### src/rtl/xfer_bus_pkg.sv
package xfer_bus_pkg;

    localparam int DEF_NREG = 4;
    localparam int DEF_DW   = 4;

    typedef enum logic [1:0] {
        BUS_DRIVEN  = 2'b00,
        BUS_FLOAT   = 2'b01,
        BUS_CONTEND = 2'b10
    } bus_state_e;

    function automatic bus_state_e classify_drivers(input int unsigned n);
        if (n == 0)
            return BUS_FLOAT;
        else if (n == 1)
            return BUS_DRIVEN;
        else
            return BUS_CONTEND;
    endfunction

endpackage

### src/rtl/xfer_bus_arbiter.sv
module xfer_bus_arbiter
    import xfer_bus_pkg::*;
#(
    parameter int NREG = DEF_NREG,
    parameter int DW   = DEF_DW
) (
    input  logic [NREG-1:0]    rd_en,
    input  logic [NREG*DW-1:0] regs_in,
    output logic [DW-1:0]      bus_data,
    output bus_state_e         bus_state
);

    logic [DW-1:0] merged;
    int unsigned   drivers;

    always_comb begin
        merged  = '0;
        drivers = 0;
        for (int i = 0; i < NREG; i++) begin
            if (rd_en[i]) begin
                merged  = merged | regs_in[i*DW +: DW];
                drivers = drivers + 1;
            end
        end
        bus_state = classify_drivers(drivers);
        bus_data  = (bus_state == BUS_DRIVEN) ? merged : '0;
    end

endmodule

### src/rtl/xfer_write_dec.sv
module xfer_write_dec
    import xfer_bus_pkg::*;
#(
    parameter int NREG = DEF_NREG,
    localparam int SELW = (NREG > 1) ? $clog2(NREG) : 1
) (
    input  logic            wr_en,
    input  logic [SELW-1:0] wr_sel,
    output logic [NREG-1:0] wr_hit
);

    always_comb begin
        for (int i = 0; i < NREG; i++)
            wr_hit[i] = wr_en && (wr_sel == SELW'(i));
    end

endmodule

### src/rtl/xfer_reg_slot.sv
module xfer_reg_slot
    import xfer_bus_pkg::*;
#(
    parameter int DW = DEF_DW
) (
    input  logic          clk,
    input  logic          rst,
    input  logic          wr_hit,
    input  logic [DW-1:0] wr_data,
    input  logic          ld_req,
    input  logic          bus_ok,
    input  logic [DW-1:0] bus_data,
    output logic [DW-1:0] q
);

    always_ff @(posedge clk) begin
        if (rst)
            q <= '0;
        else if (wr_hit)
            q <= wr_data;
        else if (ld_req && bus_ok)
            q <= bus_data;
    end

endmodule

### src/rtl/xfer_bus_unit.sv
module xfer_bus_unit
    import xfer_bus_pkg::*;
#(
    parameter int NREG = DEF_NREG,
    parameter int DW   = DEF_DW,
    localparam int SELW = (NREG > 1) ? $clog2(NREG) : 1
) (
    input  logic               clk,
    input  logic               rst,
    input  logic [NREG-1:0]    rd_en,
    input  logic [NREG-1:0]    ld_en,
    input  logic               wr_en,
    input  logic [SELW-1:0]    wr_sel,
    input  logic [DW-1:0]      wr_data,
    output logic [DW-1:0]      bus_data,
    output logic               bus_valid,
    output logic               bus_float,
    output logic               bus_contend,
    output logic [NREG*DW-1:0] regs_flat
);

    typedef struct packed {
        logic [DW-1:0] data;
        bus_state_e    state;
    } bus_t;

    bus_t            bus;
    logic [NREG-1:0] wr_hit;

    xfer_bus_arbiter #(.NREG(NREG), .DW(DW)) u_arb (
        .rd_en     (rd_en),
        .regs_in   (regs_flat),
        .bus_data  (bus.data),
        .bus_state (bus.state)
    );

    xfer_write_dec #(.NREG(NREG)) u_wdec (
        .wr_en  (wr_en),
        .wr_sel (wr_sel),
        .wr_hit (wr_hit)
    );

    for (genvar g = 0; g < NREG; g++) begin : g_slot
        xfer_reg_slot #(.DW(DW)) u_slot (
            .clk      (clk),
            .rst      (rst),
            .wr_hit   (wr_hit[g]),
            .wr_data  (wr_data),
            .ld_req   (ld_en[g]),
            .bus_ok   (bus_valid),
            .bus_data (bus.data),
            .q        (regs_flat[g*DW +: DW])
        );
    end

    assign bus_data    = bus.data;
    assign bus_valid   = (bus.state == BUS_DRIVEN);
    assign bus_float   = (bus.state == BUS_FLOAT);
    assign bus_contend = (bus.state == BUS_CONTEND);

endmodule

### config.mk
export PLATFORM = sky130hd
export DESIGN_NAME = xfer_bus_unit
export DESIGN_NICKNAME = d
export VERILOG_FILES = /design/src/rtl/xfer_bus_pkg.sv /design/src/rtl/xfer_bus_arbiter.sv /design/src/rtl/xfer_write_dec.sv /design/src/rtl/xfer_reg_slot.sv /design/src/rtl/xfer_bus_unit.sv
export SDC_FILE = /design/constraint.sdc
export NUM_CORES = 1
export LEC_CHECK = 0
export BUFFER_PORTS_ARGS = -buffer_cell sky130_fd_sc_hd__buf_2
export CORE_MARGIN = 3
export CORE_UTILIZATION = 40
export DETAILED_ROUTE_END_ITERATION = 16
export MAX_ROUTING_LAYER = met4
export PLACE_DENSITY = 0.69
export SETUP_SLACK_MARGIN = 0.02
export SLEW_MARGIN = 20
export SYNTH_ARGS = -nofsm -noshare
export SYNTH_HDL_FRONTEND = slang
export SYNTH_HIERARCHICAL = 1
export SYNTH_SLANG_ARGS = --single-unit
### constraint.sdc
create_clock -name clk -period 4.5 [get_ports clk]
set_input_delay 1.125 -clock clk [delete_from_list [all_inputs] [get_ports clk]]
set_output_delay 1.125 -clock clk [all_outputs]
set_load 0.03 [all_outputs]
Word-level counts from Yosys, hierarchy flattened. Cells that the tools add are included.

Add/subtract/negate cells: 3. Multipliers: 0. Divide/modulo/power cells: 0. Order comparisons: 0. Eq/ne operators: 6. Shift operators: 0. Mux-type cells: 19. Bitwise logic cells: 3. Reduce and logical (&&, ||, !) cells: 15.

Operators by type and width (count): 32-bit 2-to-1 mux (3); 32-bit by 1-bit adder with 32-bit output, second input constant (2); 4-bit 2-to-1 mux (13); 32-bit by 1-bit == test with 1-bit output, second input constant (1); 32-bit zero test (1); 4-bit OR (3); 1-bit logical AND (8); 2-bit nonzero test (4); 2-bit == test, second input constant (3); 2-bit by 1-bit == test with 1-bit output, second input constant (2); 2-bit zero test (2); 2-bit 2-to-1 mux (2); 1-bit by 1-bit adder with 2-bit output, second input constant (1); 1-bit 2-to-1 mux (1).

Register bits after elaboration: 16. Latch bits: 0. RAM bits: 0. ROM bits: 0. Output and inout port bits: 23. Logic and storage cells: 50. Memories: 0.

Depth between registers and ports, before layout. Gate-level depths: netlist (run 1).

Word-level depth: 14. Mapped depth: 11. Depth with buffers taken out: 11.

Hierarchy. Netlist (run 1), hierarchy kept.

Modules (own cells, without submodules): xfer_reg_slot (times used 4, cells an instance 21, area an instance 246.5 µm²); xfer_bus_arbiter (times used 1, cells an instance 31, area an instance 270.3 µm²); xfer_write_dec (times used 1, cells an instance 4, area an instance 37.5 µm²); xfer_bus_unit (times used 1, cells an instance 3, area an instance 18.8 µm²).

Worst setup path after synthesis (run 1). No wires, ideal clock.

Path kind: input port to output port. Start point: input port rd_en[0]. End point: output port bus_valid. Arrival: 3.654 ns. Slack: -0.279 ns. Cell stages on the path: 8. Path buffers: 0. Cell sequence: ha_1 -> nor2b_1 -> or2_2 -> ha_1 -> nand2b_1 -> o31a_1 -> or2_1 -> nor2_1.

RTL lines: start: declaration (line xfer_bus_unit.sv:10) `input logic [NREG-1:0] rd_en,`; end: declaration (line xfer_bus_unit.sv:16) `output logic bus_valid,`.

Worst setup path after layout (run 1).
Start point: input port rd_en[0]. End point: output port bus_data[2].

Longest elaborated chain between the ends: 12. Elaborated cells between the ends (all ways): 20. Classes of those cells: add/sub (3); eq/ne (1); mux (11); bitwise (3); reduce/logical (2).

Ends and longest elaborated chain: 1-bit 2-to-1 mux (line xfer_bus_arbiter.sv:20) `if (rd_en[i]) begin`; 1-bit by 1-bit adder with 2-bit output (line xfer_bus_arbiter.sv:22) `drivers = drivers + 1;`; 32-bit 2-to-1 mux (line xfer_bus_arbiter.sv:20); 32-bit by 1-bit adder with 32-bit output (line xfer_bus_arbiter.sv:22); 32-bit 2-to-1 mux (line xfer_bus_arbiter.sv:20); 32-bit by 1-bit adder with 32-bit output (line xfer_bus_arbiter.sv:22); 32-bit 2-to-1 mux (line xfer_bus_arbiter.sv:20); 32-bit by 1-bit == test with 1-bit output (line xfer_bus_pkg.sv:15) `else if (n == 1)`; 2-bit 2-to-1 mux (line xfer_bus_pkg.sv:15); 2-bit 2-to-1 mux (line xfer_bus_pkg.sv:13) `if (n == 0)`; 2-bit zero test (line xfer_bus_arbiter.sv:26) `bus_data = (bus_state == BUS_DRIVEN) ? merged : '0;`; 4-bit 2-to-1 mux * (line xfer_bus_arbiter.sv:26); end: declaration (line xfer_bus_unit.sv:15) `output logic [DW-1:0] bus_data,`.

Every way passes the cells marked *; elsewhere a longest branch is shown, timed or not.

==> out/metrics.cfg, run 1 <==
[placement]
io_buffers = 39
dp_hpwl_um = 2590
routabilityCongestion = 0.815
placed_area_um2 = 1540

[floorplanning]
die_h_um = 63.3
ios = 40
dieArea_um2 = 4000
die_x_um = 63.3
core-area_um2 = 3100
rows = 20
initial_core_util = 0.423

[synth]
yosysMostFrequentCell = inv_1
netlist_instances = 122
synth_top_area_frac = 0.244
synth_area_um2 = 1310
ys_ff_latch = 16
synth_flop_cell = dfxtp_1
synth.distinct_cells = 29
syn_nets = 142
synth-seq-area-share = 0.244
synth_area_leader_cell = dfxtp_1
synth.top_cells.by_count = inv_1 (18), a2111oi_2 (16), a211oi_1 (16), dfxtp_1 (16)
syn-mean-instance-area_um2 = 10.8
synth_edf_count = 0
yosys_warnings = 6
synth_area_leaders = dfxtp_1 (24%), a2111oi_2 (18%), a211oi_1 (9.2%)
synthArstFlopShare = 0

[detailed_routing]
post_drt_wl_per_cell_um = 16.8
antenna_left = 0
routed_wl_um = 3490
avgViaCountPerCell = 5.87
drc_errors = 0
first_iter_violations = 32
vias = 1220
first_pass_iters = 4

[power_and_ir_drop]
power.leakage_nw = 0.696
power_uw = 525
p_per_area_nw_per_um2 = 331
ir_worst_vdd_mv = 0.182

[setup_path]
slowest_stage = nor4b_1
reg2reg_from = g_slot[0].u_slot/q[2]
crit_end = bus_data[2]
timing.critical_path.from = rd_en[0]
endpoint_kind = primary output
crit_cells = 10
cpPeakStageDelay_ps = 400
startpoint_type = primary input
r2r-end = g_slot[1].u_slot/q[2]
worstSetupPathType = primary input to primary output
cpLargestDelayFamily = simple AND/OR/NAND/NOR gates
critPathArrivalTime_ps = 3280
path_max_fanout = 6
reg2reg_slack_ps = 2740
rr_worst_depth = 6
critPathRequiredTime_ps = 3380
cp_num_buf_inv = 3
path_cells = buf_2 > ha_1 > nor2b_1 > or2_2 > ha_1 > nand2b_1 > o31a_1 > nor4b_1 > buf_4 > buf_2

[cells_and_area]
area_growth_pct = 20.7
nNetsFinal = 185
biggestRegsByFlops = g_slot.u_slot/q: 16 flops
final_core_util = 0.510
top_register = g_slot.u_slot/q
multi_input_area_um2 = 872
fillCellCount = 311
n_antenna_cell = 0
postLayoutCellArea_um2 = 1580
largest_reg_flops = 16
drive_above_1_share = 0.500
ff_latch_area_um2 = 320

[sta]
tightest_slew_ps = 778
drv_slew = 0
slew_headroom = 0.479
setup_viol = 0
timing.fmax_mhz = 227
final_hold_viol_count = 0
post-route-min-period_ps = 4400
finalCritPeriodShare = 0.978
rsz0062_at_grt = yes
worst_hold_slack_ps = 711
finalClockSkew_ps = 6.20
tns_ps = 0

[clock_tree]
clockBufferDepth = 2
clk_latency_ps = 290
cts_buffers = 3
cts_tree = built
root_buffer = clkbuf_4
cts.clk_slew.worst_paths_ps = 100
clkSinkCount = 16
postCtsSetupBuffers = 0
h-tree-depth = 1

[run_status]
outcome = finished clean

[global_routing]
grt_antenna_before_repair = 0
overflow = 0
grt_pass1_wl_um = 5770
grt_max_degree = 33
grt.total_usage = 0.183
grt_pass1_vias = 1154

[min_path]
min_path_type = register to register

[run]
cap_viol_max_count = 0

-- placed cells by master (no fill, tap or decap), types with 2 or more instances in the layout --
cell and n:
inv_1 18, and4bb_1 8, nor2b_1 2, a221oi_1 4, a22o_1 3, dfxtp_1 16, xor2_2 2, clkbuf_4 3
buf_2 39, and3b_1 2, nor4b_1 3, buf_4 5, and4bb_2 8, ha_1 3, a211oi_1 16, a2111oi_2 16
-- kinds of logic (layout without fill, tap and decap cells) --
group / Yosys count / after routing / synth area share
buf+inv: 24 / 66 / 0.0982
flops: 16 / 16 / 0.244
simple gates: 35 / 35 / 0.262
xor+xnor: 3 / 3 / 0.0315
fa+ha+maj: 3 / 3 / 0.0286
compound gates: 41 / 41 / 0.336
-- through the flow --
step                      worst slack [ps]  cells
after floorplan                       -121    122
after global placement                 169    204
after detailed placement               127    204
after CTS                              112    208
after global routing                  13.0    208
final                                 96.9    208
-- how the worst min path moves through the flow --
stage                          startpoint                    end  slack, ps  cells past startpoint
global route        g_slot[3].u_slot/q[0]  g_slot[3].u_slot/q[0]        750                      2
floorplan           g_slot[2].u_slot/q[1]  g_slot[2].u_slot/q[1]        800                      2
finish              g_slot[1].u_slot/q[3]  g_slot[1].u_slot/q[3]        710                      2
global placement    g_slot[1].u_slot/q[3]  g_slot[1].u_slot/q[3]        690                      2
detailed placement  g_slot[2].u_slot/q[3]  g_slot[2].u_slot/q[3]        710                      2
CTS                 g_slot[2].u_slot/q[3]  g_slot[2].u_slot/q[3]        720                      2
-- what timing repair did --
action,CTS,global route
hold buffers,0,0
hold endpoints to repair,0,0
gates resized for setup,0,1
endpoints found under the setup margin,0,1
-- power breakdown --
part / internal [mW] / switching [mW]
clock network: 0.0493 / 0.0498
logic: 0.0961 / 0.151
registers: 0.160 / 0.0181
-- worst reg2reg max path, delay by kind of cell, from the launching register on --
kind / cells / cell delay, ps
AO/OA/AOI/OAI: 3 / 450
buffers and inverters: 1 / 210
flip-flops: 1 / 410
AND/OR/NAND/NOR: 2 / 580
-- layout make-up --
type,instances,area share
Tap cell,44,0.0348
Clock buffer,4,0.0229
Multi-Input combinational cell,82,0.551
Timing Repair Buffer,44,0.147
Sequential cell,16,0.202
Inverter,18,0.0427
-- layer usage --
| metal | part of all wire | GRT usage | vias to the layer above | wire length, µm |
|---|---|---|---|---|
| met2 | 0.46 | 0.282 | 41 | 1610 |
| met4 | 0.0034 | 0.0485 | 0 | 12 |
| met1 | 0.48 | 0.255 | 598 | 1660 |
| li1 | - | - | 579 | - |
| met5 | 0 | - | - | 0 |
| met3 | 0.059 | 0.0214 | 2 | 207 |
Power figures use the tool's default switching activity.
==> run 2: changes to the inputs <==
--- a/config.mk
+++ b/config.mk
@@ -9,10 +9,10 @@
 export CORE_MARGIN = 3
 export CORE_UTILIZATION = 40
 export DETAILED_ROUTE_END_ITERATION = 16
+export GPL_TIMING_DRIVEN = 0
 export MAX_ROUTING_LAYER = met4
 export PLACE_DENSITY = 0.69
 export SETUP_SLACK_MARGIN = 0.02
-export SLEW_MARGIN = 20
 export SYNTH_ARGS = -nofsm -noshare
 export SYNTH_HDL_FRONTEND = slang
 export SYNTH_HIERARCHICAL = 1
==> run 2 against run 1 <==
Sequential share of layout area shrank 1.5 points. Count of clock-buffer cells in the layout is the same. Via count grew 1.1%. Critical path depth shrank 1. Highest routed layer unchanged. Worst setup slack lost 47 ps. Sequential power is essentially flat. Sequential cell count is the same. Clock power is essentially flat. Utilization grew 4.0 points. Combinational power grew 13%.
==> out/metrics.cfg, run 2 (synthesis results as in run 1) <==
[placement]
io_buffers = 37  ; -5.1%
dp_hpwl_um = 2600  ; +0.12%
routabilityCongestion = 0.789  ; -3.2%
placed_area_um2 = 1560  ; +0.89%
place_inst = 203  ; -0.49%
place_ws_ps = -539  ; -666 ps

[run]
cap_viol_max_count = 0  ; unchanged

[setup_path]
cpPeakStageDelay_ps = 530  ; +130 ps
endpoint_kind = primary output
path_cells = buf_2 > inv_1 > ha_1 > xor2_2 > ha_1 > nand2b_1 > o31a_2 > nor4b_2 > buf_2
critPathRequiredTime_ps = 3380  ; about the same
path_max_fanout = 6  ; unchanged
reg2reg_from = g_slot[0].u_slot/q[1]
cp_num_buf_inv = 3  ; unchanged
startpoint_type = primary input
critPathArrivalTime_ps = 3320  ; +40 ps
rr_worst_depth = 5  ; -1
reg2reg_slack_ps = 2750  ; about the same
cpLargestDelayFamily = simple AND/OR/NAND/NOR gates
worstSetupPathType = primary input to primary output
r2r-end = g_slot[1].u_slot/q[1]
slowest_stage = nor4b_2
crit_cells = 9  ; -1

[sta]
slew_headroom = 0.632  ; +0.154
finalClockSkew_ps = 2.75  ; -3.45 ps
rsz0062_at_grt = yes
worst_hold_slack_ps = 704  ; -6.50 ps
post-route-min-period_ps = 4450  ; +46.7 ps
setup_viol = 0  ; unchanged
drv_slew = 0  ; unchanged
tightest_slew_ps = 551  ; -227 ps
tns_ps = 0  ; unchanged
final_hold_viol_count = 0  ; unchanged
fin_ws_ps = 50.2  ; -46.7 ps
finalCritPeriodShare = 0.989  ; +0.0104
timing.fmax_mhz = 225  ; -1.1%

[clock_tree]
clkSinkCount = 16  ; unchanged
h-tree-depth = 1  ; unchanged
clockBufferDepth = 2  ; unchanged
clk_latency_ps = 290  ; about the same
cts_tree = built
cts_buffers = 3  ; unchanged
postCtsHoldBufs = 0  ; unchanged
cts.clk_slew.worst_paths_ps = 110  ; about the same
root_buffer = clkbuf_4

[min_path]
min_from = g_slot[0].u_slot/q[2]
min_to = g_slot[0].u_slot/q[2]
hold_depth = 2  ; unchanged
min_path_type = register to register

[detailed_routing]
top_layer = met4
wl_met2_um = 1690  ; +5.4%
avgViaCountPerCell = 5.82  ; -0.84%
first_iter_violations = 30  ; -6.3%
first_pass_iters = 4  ; unchanged
antenna_left = 0  ; unchanged
drc_errors = 0  ; unchanged
routed_wl_um = 3630  ; +4.0%
vias = 1233  ; +1.1%
met1Wirelength_um = 1650  ; -0.36%
met3_wirelength_um = 254  ; +23%
post_drt_wl_per_cell_um = 17.1  ; +2.1%

[cells_and_area]
postLayoutCellArea_um2 = 1710  ; +7.8%
nNetsFinal = 189  ; +2.2%
largest_reg_flops = 16  ; unchanged
drive_above_1_share = 0.548  ; +0.0476
final_cells = 212  ; +1.9%
biggestRegsByFlops = g_slot.u_slot/q: 16 flops
top_register = g_slot.u_slot/q
area_growth_pct = 30.1
layout_commonest_cell = buf_2
layout_common_cells = buf_2 (37), inv_1 (18), a211oi_1 (16), a2111oi_2 (16), dfxtp_1 (16)
n_antenna_cell = 0  ; unchanged

[floorplanning]
rows = 20  ; unchanged
dieArea_um2 = 4000  ; unchanged
core-area_um2 = 3100  ; unchanged
initial_core_util = 0.423  ; unchanged
ios = 40  ; unchanged
die_h_um = 63.3  ; unchanged
die_x_um = 63.3  ; unchanged

[global_routing]
grt_pass1_vias = 1142  ; -1.0%
grt_antenna_before_repair = 0  ; unchanged
grt_max_degree = 34  ; +3.0%
grt_pass1_wl_um = 5550  ; -3.8%
grt.total_usage = 0.176  ; -0.00731
overflow = 0  ; unchanged

[power_and_ir_drop]
p_per_area_nw_per_um2 = 326  ; -1.6%
ir_worst_vdd_mv = 0.141  ; -23%
power.leakage_nw = 0.734  ; +5.6%

[run_status]
outcome = finished clean

[run 2: how the worst max path moves through the flow]
stage | startpoint | endpoint | slack (ps)
floorplan | rd_en[0] | bus_data[0] | -120
global placement | rd_en[0] | bus_valid | -430
detailed placement | rd_en[1] | bus_valid | -540
CTS | rd_en[1] | bus_data[1] | -220
global route | rd_en[0] | bus_data[2] | -40
finish | rd_en[1] | bus_data[0] | 50
[run 2: per-layer routing]
| metal | vias to the layer above | track usage |
|---|---|---|
| met5 | - | - |
| met4 | 0 | 0.0323 |
| met3 | 6 | 0.0303 |
| met2 | 49 | 0.295 |
| met1 | 584 | 0.224 |
| li1 | 594 | - |
[run 2: repair_timing]
| action | CTS | global route |
|---|---|---|
| setup endpoints to repair | 5 | 7 |
| pin swaps | 1 | 2 |
| cloned | 0 | 1 |
| setup buffers | 0 | 4 |
| resized for setup | 3 | 9 |
| endpoints found under the hold margin | 0 | 0 |
[run 2: cell type report]
| class | count | area [µm²] |
|---|---|---|
| Sequential cell | 16 | 320 |
| Buffer | 6 | 61.3 |
| Fill cell | 303 | 1400 |
| Inverter | 18 | 67.6 |
| Tap cell | 44 | 55.1 |
| Clock buffer | 4 | 36.3 |
| Multi-Input combinational cell | 83 | 933 |
| Timing Repair Buffer | 41 | 234 |
[run 2: worst min-delay path: cells and delay by family, from the launching register on]
kind	cells	cell delay, ps
DFF	1	340
AOI/OAI and AO/OA	2	330
[run 2: power breakdown]
part	switching, mW	total, mW	internal [mW]	leakage [nW]
Sequential	0.0154	0.176	0.160	0.132
Combinational	0.166	0.280	0.115	0.581
Clock	0.0514	0.101	0.0492	0.0210
[run 2: metrics by stage]
step / power [mW] / util
final: 0.557 / 0.550
after global routing: 0.585 / 0.550
after CTS: 0.523 / 0.517
after detailed placement: 0.422 / 0.501
after global placement: 0.415 / 0.501
after floorplan: 0.355 / -
